--- config.mk ---
export PLATFORM = sky130hd
export DESIGN_NAME = rd_id_tracker
export DESIGN_NICKNAME = d
export VERILOG_FILES = /design/src/rtl/rd_id_pkg.sv /design/src/rtl/rd_id_table.sv /design/src/rtl/rd_free_find.sv /design/src/rtl/rd_beat_delay.sv /design/src/rtl/rd_id_tracker.sv
export SDC_FILE = /design/constraint.sdc
export NUM_CORES = 1
export LEC_CHECK = 0
export BUFFER_PORTS_ARGS = -buffer_cell sky130_fd_sc_hd__buf_2
export CORE_AREA = 2 2 149 151
export CTS_CLUSTER_DIAMETER = 100
export DETAILED_ROUTE_END_ITERATION = 10
export DIE_AREA = 0 0 151 153
export GPL_TIMING_DRIVEN = 0
export PLACE_DENSITY = 0.45
export SYNTH_ARGS = -nofsm -noshare
export SYNTH_HDL_FRONTEND = slang
export SYNTH_SLANG_ARGS = --single-unit
--- constraint.sdc ---
create_clock -name clk_i -period 3 [get_ports clk_i]
set_input_delay 0.75 -clock clk_i [delete_from_list [all_inputs] [get_ports clk_i]]
set_output_delay 0.75 -clock clk_i [all_outputs]
set_load 0.005 [all_outputs]
--- src/rtl/rd_id_pkg.sv ---
package rd_id_pkg;
  typedef struct packed {
    logic unexp;
    logic reuse;
    logic over;
    logic noack;
  } rd_err_t;
endpackage

--- src/rtl/rd_id_table.sv ---
module rd_id_table #(
  parameter int NUM_IDS = 8,
  parameter int ID_W    = 3
) (
  input  logic               clk_i,
  input  logic               rst_ni,
  input  logic               set_i,
  input  logic [ID_W-1:0]    set_id_i,
  input  logic               clr_i,
  input  logic [ID_W-1:0]    clr_id_i,
  output logic [NUM_IDS-1:0] busy_o
);
  logic [NUM_IDS-1:0] busy_q;

  for (genvar i = 0; i < NUM_IDS; i++) begin : g_bit
    always_ff @(posedge clk_i or negedge rst_ni) begin
      if (!rst_ni)                                    busy_q[i] <= 1'b0;
      else if (set_i && set_id_i == ID_W'(i))         busy_q[i] <= 1'b1; // set wins
      else if (clr_i && clr_id_i == ID_W'(i))         busy_q[i] <= 1'b0;
    end
  end

  assign busy_o = busy_q;


  set_marks_busy_chk: assert property (@(posedge clk_i) disable iff (!rst_ni)
    set_i |=> busy_o[$past(set_id_i)]);

  clr_frees_id_chk: assert property (@(posedge clk_i) disable iff (!rst_ni)
    (clr_i && !(set_i && set_id_i == clr_id_i)) |=> !busy_o[$past(clr_id_i)]);
endmodule

--- src/rtl/rd_free_find.sv ---
module rd_free_find #(
  parameter int NUM_IDS = 8,
  parameter int ID_W    = 3
) (
  input  logic [NUM_IDS-1:0] busy_i,
  output logic [ID_W-1:0]    free_id_o,
  output logic               full_o
);
  always_comb begin
    free_id_o = '0;
    for (int i = NUM_IDS - 1; i >= 0; i--) begin
      if (!busy_i[i]) free_id_o = ID_W'(i);
    end
  end

  assign full_o = &busy_i;
endmodule

--- src/rtl/rd_beat_delay.sv ---
module rd_beat_delay #(
  parameter int LAT = 3,
  parameter int W   = 5
) (
  input  logic         clk_i,
  input  logic         rst_ni,
  input  logic         vld_i,
  input  logic [W-1:0] tag_i,
  output logic         vld_o,
  output logic [W-1:0] tag_o
);
  logic [LAT-1:0] vld_q;
  logic [W-1:0]   tag_q [LAT];

  for (genvar s = 0; s < LAT; s++) begin : g_stage
    logic         vin;
    logic [W-1:0] tin;
    if (s == 0) begin : g_head
      assign vin = vld_i;
      assign tin = tag_i;
    end else begin : g_body
      assign vin = vld_q[s-1];
      assign tin = tag_q[s-1];
    end
    always_ff @(posedge clk_i or negedge rst_ni) begin
      if (!rst_ni) begin
        vld_q[s] <= 1'b0;
        tag_q[s] <= '0;
      end else begin
        vld_q[s] <= vin;
        tag_q[s] <= vin ? tin : '0;
      end
    end
    if (s < LAT - 1) begin : g_chk

      stage_shift_chk: assert property (@(posedge clk_i) disable iff (!rst_ni)
        vld_q[s] |=> vld_q[s+1]);
    end
  end

  assign vld_o = vld_q[LAT-1];
  assign tag_o = tag_q[LAT-1];
endmodule

--- src/rtl/rd_id_tracker.sv ---
module rd_id_tracker
  import rd_id_pkg::*;
#(
  parameter int ID_W     = 3,
  parameter int ADDR_W   = 40,
  parameter int BEATS    = 4,
  parameter int DATA_W   = 128,
  parameter int ECC_W    = 28,
  parameter int DATA_LAT = 3,
  localparam int NUM_IDS = 1 << ID_W,
  localparam int CHUNK_W = (BEATS > 1) ? $clog2(BEATS) : 1
) (
  input  logic               clk_i,
  input  logic               rst_ni,
  input  logic               req_i,
  input  logic [ID_W-1:0]    req_id_i,
  input  logic [ADDR_W-1:0]  req_addr_i,
  input  logic               ack_i,
  input  logic               ret_vld_i,
  input  logic [ID_W-1:0]    ret_id_i,
  input  logic [CHUNK_W-1:0] ret_chunk_i,
  input  logic [DATA_W-1:0]  rd_data_i,
  input  logic [ECC_W-1:0]   rd_ecc_i,
  output logic               beat_vld_o,
  output logic [ID_W-1:0]    beat_id_o,
  output logic [CHUNK_W-1:0] beat_chunk_o,
  output logic [DATA_W-1:0]  beat_data_o,
  output logic [ECC_W-1:0]   beat_ecc_o,
  output logic [NUM_IDS-1:0] busy_o,
  output logic [ID_W-1:0]    free_id_o,
  output logic               full_o,
  output logic               err_unexp_o,
  output logic               err_reuse_o,
  output logic               err_over_o,
  output logic               err_noack_o
);
  localparam int TAG_W = ID_W + CHUNK_W;

  logic               ack_wait_q;
  logic [CHUNK_W-1:0] beat_cnt_q;
  rd_err_t            err_q, err_d;
  logic               req_ok, id_set, last_beat;
  logic [TAG_W-1:0]   tag_dly;

  // a same-cycle ack closes the previous request
  assign req_ok    = req_i && !(ack_wait_q && !ack_i);
  assign id_set    = req_ok && !full_o && !busy_o[req_id_i];
  assign last_beat = ret_vld_i && (beat_cnt_q == CHUNK_W'(BEATS - 1));

  rd_id_table #(.NUM_IDS(NUM_IDS), .ID_W(ID_W)) i_table (
    .clk_i, .rst_ni,
    .set_i(id_set), .set_id_i(req_id_i),
    .clr_i(last_beat), .clr_id_i(ret_id_i),
    .busy_o
  );

  rd_free_find #(.NUM_IDS(NUM_IDS), .ID_W(ID_W)) i_free (
    .busy_i(busy_o), .free_id_o, .full_o
  );

  rd_beat_delay #(.LAT(DATA_LAT), .W(TAG_W)) i_dly (
    .clk_i, .rst_ni,
    .vld_i(ret_vld_i), .tag_i({ret_id_i, ret_chunk_i}),
    .vld_o(beat_vld_o), .tag_o(tag_dly)
  );

  assign {beat_id_o, beat_chunk_o} = tag_dly;
  assign beat_data_o = beat_vld_o ? rd_data_i : '0;
  assign beat_ecc_o  = beat_vld_o ? rd_ecc_i  : '0;

  always_comb begin
    err_d       = err_q;
    err_d.noack = err_q.noack | (req_i && !req_ok);
    err_d.over  = err_q.over  | (req_ok && full_o);
    err_d.reuse = err_q.reuse | (req_ok && !full_o && busy_o[req_id_i]);
    err_d.unexp = err_q.unexp | (ret_vld_i && !busy_o[ret_id_i]);
  end

  always_ff @(posedge clk_i or negedge rst_ni) begin
    if (!rst_ni) begin
      ack_wait_q <= 1'b0;
      beat_cnt_q <= '0;
      err_q      <= '0;
    end else begin
      err_q <= err_d;
      if (req_ok)     ack_wait_q <= 1'b1;
      else if (ack_i) ack_wait_q <= 1'b0;
      if (ret_vld_i)  beat_cnt_q <= last_beat ? '0 : beat_cnt_q + 1'b1;
    end
  end

  assign err_unexp_o = err_q.unexp;
  assign err_reuse_o = err_q.reuse;
  assign err_over_o  = err_q.over;
  assign err_noack_o = err_q.noack;


  noack_flag_chk: assert property (@(posedge clk_i) disable iff (!rst_ni)
    (req_i && ack_wait_q && !ack_i) |=> err_noack_o);

  over_flag_chk: assert property (@(posedge clk_i) disable iff (!rst_ni)
    (req_i && !(ack_wait_q && !ack_i) && full_o) |=> err_over_o);

  unexp_flag_chk: assert property (@(posedge clk_i) disable iff (!rst_ni)
    (ret_vld_i && !busy_o[ret_id_i]) |=> err_unexp_o);

  sticky_err_chk: assert property (@(posedge clk_i) disable iff (!rst_ni)
    (err_unexp_o || err_reuse_o || err_over_o || err_noack_o) |=>
      ($past(err_unexp_o) <= err_unexp_o) && ($past(err_reuse_o) <= err_reuse_o) &&
      ($past(err_over_o) <= err_over_o) && ($past(err_noack_o) <= err_noack_o));

  free_is_idle_chk: assert property (@(posedge clk_i) disable iff (!rst_ni)
    !full_o |-> !busy_o[free_id_o]);

  req_known_chk: assert property (@(posedge clk_i) disable iff (!rst_ni)
    req_i |-> !$isunknown({req_id_i, req_addr_i}));

  ret_known_chk: assert property (@(posedge clk_i) disable iff (!rst_ni)
    ret_vld_i |-> !$isunknown({ret_id_i, ret_chunk_i}));
endmodule

# Yosys cells after proc, flatten, opt, wreduce, memory -nomap -nowiden
# Index checks and enable logic that the tools add are counted.
totals:
  in_bits: 209
  regBits: 33
  word_cells: 121
op_classes:
  n_reduce_logical: 43
  eq_ne: 15
  n_mux: 36
  n_addsub: 1
  magnitude_cmp: 2
  bitwise: 4
op_table:
  columns: ["cell", "n"]
  rows:
  - ["$mux W128", 1]
  - ["$mux W28", 1]
  - ["$logic_and A1 B1 Y1", 25]
  - ["$eq A3 B3 Y1 const B", 8]
  - ["$mux W3", 8]
  - ["$mux W1", 20]
  - ["$reduce_bool A2 Y1", 9]
  - ["$mux W5", 3]
  - ["$eq A3 B2 Y1 const B", 4]
  - ["$lt A3 B4 Y1 const B", 2]
  - ["$reduce_and A8 Y1", 1]
  - ["$bmux W1 S3", 2]
  - ["$eq A3 B1 Y1 const B", 2]
  - ["$logic_not A1 Y1", 6]
  - ["$logic_not A3 Y1", 2]
  - ["$or A1 B1 Y1", 4]
  - ["$add A2 B1 Y2 const B", 1]
  - ["$eq A2 B2 Y1 const B", 1]
  - ["$mux W2", 1]

# Longest topological paths before layout
depth:
  ltp_word: 8
  depth_mapped: 4

# By module
# From an unflattened synthesis, not the netlist that was laid out.
hier_totals:
  hier_cells: 282
  area_unflattened_um2: 2471.1
by_module_without_submodules:
  columns: ["module", "area_per_inst_um2", "seq_area_each_um2", "instances", "cells_per_inst"]
  rows:
  - ["rd_id_tracker", 1470.2, 175.2, 1, 206]
  - ["rd_beat_delay", 544.3, 450.4, 1, 33]
  - ["rd_id_table", 381.6, 200.2, 1, 30]
  - ["rd_free_find", 75.1, 0.0, 1, 13]

# Worst setup path after synthesis
# Ideal clock, no wire load.
synth_timing:
  path_kind: "input-to-reg"
  startpoint: "input req_id_i[1]"
  endpoint: "register i_table.busy_q[4], in the netlist i_table.busy_o[4]"
  arrival_time_ps: 1797
  n_path_buf: 0
  setup_slack_ps: 1108
  required_time_ps: 2905
  stages: 4
  setup_ps: 95
  cell_sequence: "mux4_1 mux2i_2 nand3_1 o31ai_1"
synth_via:
  elab_chain_cells: 6
synth_rtl:
  columns: ["element", "line_no", "source"]
  rows:
  - ["start, declared", "rd_id_tracker.sv:16", "input logic [ID_W-1:0] req_id_i,"]
  - ["$bmux W1 S3", "rd_id_tracker.sv:47", "assign id_set = req_ok && !full_o && !busy_o[req_id_i];"]
  - ["$mux W1 (implied by the code)", "rd_id_tracker.sv:47", null]
  - ["$logic_not A1 Y1", "rd_id_tracker.sv:47", null]
  - ["$logic_and A1 B1 Y1", "rd_id_tracker.sv:47", null]
  - ["$logic_and A1 B1 Y1 *", "rd_id_table.sv:18", "else if (set_i && set_id_i == ID_W'(i)) busy_q[i] <= 1'b1;"]
  - ["$mux W1 or $reduce_bool A2 Y1 (tied branches)", null, null]
  - ["end signal, assigned by index", "rd_id_table.sv:17", "if (!rst_ni) busy_q[i] <= 1'b0;"]
  - ["end signal, assigned by index", "rd_id_table.sv:18", null]
  - ["end signal, assigned by index", "rd_id_table.sv:19", "else if (clr_i && clr_id_i == ID_W'(i)) busy_q[i] <= 1'b0;"]
  - ["end, declared", "rd_id_table.sv:13", "logic [NUM_IDS-1:0] busy_q;"]
# Every way passes the cells marked *; elsewhere a longest branch is shown, timed or not. The select of a mux whose other input is x is not followed.
# A chain may end at the register's enable or synchronous reset.

# Worst setup path in the final report
layout_timing:
  startpoint: "register i_dly.vld_q[2], in the netlist i_dly.vld_o"
  endpoint: "output beat_data_o[110]"
layout_via:
  elab_chain_cells: 1
layout_rtl:
  columns: ["element", "line_no", "source"]
  rows:
  - ["start, declared", "rd_beat_delay.sv:12", "logic [LAT-1:0] vld_q;"]
  - ["start signal, assigned by index", "rd_beat_delay.sv:30", "vld_q[s] <= vin;"]
  - ["$mux W128", "rd_id_tracker.sv:68", "assign beat_data_o = beat_vld_o ? rd_data_i : '0;"]
  - ["end, declared", "rd_id_tracker.sv:27", "output logic [DATA_W-1:0] beat_data_o,"]
# Every way passes these cells.

==> metrics.cfg <==
[status]
run_status=complete, no violations

[detailed_routing]
routed-via-count=3314
wl_per_cell_um=18.66
viasPerCell=3.575
drt-initial-drc-count=151
drc=0
drt-pass1-iter-count=4
drtAntennaViolNets=0
wirelength_mm=17.29

[clock_tree]
cts_setup_buffers=0
cts_buffers=5
cts-hold-fix-buffers=0
cts_max_path_buffers=2
cts_tree=built
worstSkewPairLatency_ns=0.27
cts.sinks=33
root_buffer=clkbuf_16
clkTransAtPathRegs_ns=0.05
htreeDepth=2
cts_resized=0

[worst_setup_path]
path_max_fanout=10
crit_type=reg2out
cp.required_ns=2.25
r2r_slack_ns=1.19
r2r_end=i_table.busy_o[4]
start_kind=flip-flop
reg2reg_depth=4
r2r-start=i_table.busy_o[5]
startpoint=i_dly.vld_o
worstPathArrival_ns=1.89
cp-end-kind=output port

[die]
core_mm2=0.02149
die_h_um=153
die_area_mm2=0.02310
io_pins=387
die_w_um=151
initial_core_util=0.1126
rows=54

[pwr]
p_leak_nw=2.630
seq_power_share=0.330
p_sw_uw=640.5
power.share.switching=0.3246
p_int_mw=1.333
worst_ir_drop_vdd_mv=0.3752
p_comb_frac=0.370
p_clk_frac=0.300
p_per_area_mw_per_mm2=420.7

[final_layout]
fin_nets=847
area_growth_pct=93.95
nFillCells=2492
final_util=0.2183
drive_above_1_share=0.5611
layout.cells.non_filler=927
final_common_cell=buf_2
mostFrequentLayoutCells=buf_2, and2_1, dfrtp_1, clkbuf_1, o21ai_0

[timing]
finalHoldViolations=0
post-route-period-util=0.8812
fin_crit_ns=2.644
grt_setup_unrepaired=false
worst_pin_slew_ns=0.7621
fmax_mhz=378.3
clock_skew_ns=0.002646
final-setup-viol-count=0
relSlewSlack=0.4919
fin_ws_ns=0.3564
finalMaxSlewViolations=0
fin_tns_setup_ns=0

[yosys]
synthAdderAreaFrac=0.005173
postSynthRegisterBits=33
synth_top_family_by_area=simple AND/OR/NAND/NOR gates
synthSimpleGateAreaFrac=0.4946
yosys_warnings=0
synth_cells=285
synth_xor_area_frac=0
netlist_area_mm2=0.002419
syn-num-nets=495
synth_compound_area_frac=0.06829
ys_seq_area_frac=0.3414
synthMuxAreaShare=0.05484
synth_cell_type_count=29
synth.avg_cell_area_um2=8.486

[min_path]
hold_path.class=reg2reg
hold_depth=1
hp-start=i_dly.g_stage[1].tin[0]
holdPathEnd=i_dly.g_stage[2].tin[0]

[global_route]
grt_use_met1=0.1462
grt.total_usage=0.1406
grt_busiest_layer=met2
grt_pass1_wl_mm=23.43
grt_max_degree=34
met3_usage=0.07254
met2_usage=0.2483
antenna_found_initial=11
grt_overflow_total=0
grt_pass1_vias=3362

[placed_design]
dp_slack_ns=0.5549
dp.final_hpwl_mm=15.86
place_congestion=0.8197
dpl.cell_count=910
port_buffers=345

[job]
cap_violations=0

-- registers in the layout (all words and copies together) (netlist names), 2 cells and up --
signal and count:
i_dly.g_stage.tin 10, i_table.busy_o 8, i_dly.tag_o 5, beat_cnt_q 2
i_dly.g_stage.vin 2
-- routing by layer --
metal / up-vias / part of all wire
met5: - / 0.0011
met4: 4 / 0.0098
met3: 12 / 0.13
met2: 161 / 0.50
met1: 1511 / 0.35
li1: 1626 / -
-- cells in the mapped netlist --
| master | count | area [um2] |
|---|---|---|
| a21o_1 | 2 | 15.01 |
| nand4_1 | 1 | 6.260 |
| mux2i_1 | 1 | 10.01 |
| o21ai_0 | 13 | 65.06 |
| clkbuf_1 | 19 | 71.32 |
| dfrtp_1 | 33 | 825.8 |
| nand3_1 | 3 | 15.01 |
| a31o_2 | 1 | 8.760 |
| or2b_1 | 1 | 7.510 |
| nor2_1 | 3 | 11.26 |
| a21boi_0 | 2 | 15.01 |
| a31oi_1 | 1 | 6.260 |
| ha_1 | 1 | 12.51 |
| mux4_2 | 2 | 45.04 |
| o31ai_1 | 4 | 30.03 |
| o311a_1 | 1 | 10.01 |
| or2b_2 | 1 | 8.760 |
| nand3b_1 | 2 | 15.01 |
| mux4_1 | 2 | 52.55 |
| o22ai_1 | 1 | 6.260 |
| nand2b_1 | 4 | 25.02 |
| mux2_2 | 1 | 11.26 |
| nand2_1 | 7 | 26.28 |
| mux2i_2 | 1 | 13.76 |
| nor3_1 | 1 | 5.000 |
| and2_1 | 171 | 1070 |
| nor2b_1 | 1 | 6.260 |
| inv_1 | 4 | 15.01 |
| o41ai_1 | 1 | 8.760 |
-- through the flow --
| stage | instance area [um2] | hold WS, ns | total power, mW |
|---|---|---|---|
| after floorplan | 2419 | 0.3968 | 0.9534 |
| after global placement | 4496 | 0.4386 | 1.392 |
| after detailed placement | 4496 | 0.4403 | 1.395 |
| after CTS | 4668 | 0.4517 | 2.001 |
| after global routing | 4683 | 0.4662 | 2.121 |
| final | 4691 | 0.4445 | 1.973 |
-- power groups by stage --
stage | clock network [mW] | registers, mW | logic, mW
6_report | 0.592 | 0.652 | 0.730
2_1_floorplan | 0 | 0.621 | 0.333
4_1_cts | 0.609 | 0.649 | 0.743
5_1_grt | 0.633 | 0.671 | 0.816
3_3_place_gp | 0 | 0.656 | 0.736
3_5_place_dp | 0 | 0.657 | 0.738
-- cell families (layout without fill, tap and decap cells) --
group	count (synthesis)	count (layout)
buffers and inverters	23	376
AO/OA/AOI/OAI	26	26
other	0	9
adder cells (fa/ha/maj)	1	1
AND/OR/NAND/NOR	195	195
flip-flops	33	33
multiplexers	7	7
-- area by class of cell --
cell class,instances,area (um2),share of cell area
antenna,9,22.52,0.004801
buffer,19,71.32,0.01520
clock buffer,7,142.6,0.03041
clock inverter,1,30.03,0.006402
inverter,4,15.01,0.003201
multi-input combinational,229,1506,0.3212
sequential,33,825.8,0.1760
tap,280,350.3,0.07469
timing repair buffer,345,1727,0.3681
-- worst max path at each step --
stage	to	cells after the start
final	beat_data_o[110]	4
after global routing	beat_data_o[104]	4
after CTS	beat_data_o[67]	4
after detailed placement	beat_data_o[67]	4
after global placement	beat_data_o[104]	4
after floorplan	i_table.busy_o[4]	4
-- worst max-delay path, stage by stage (launching register included) --
cell,delay [ns]
dfrtp_1,0.40
clkbuf_1,0.53
clkbuf_1,0.34
and2_1,0.22
buf_2,0.13
Power figures use the tool's default switching activity.
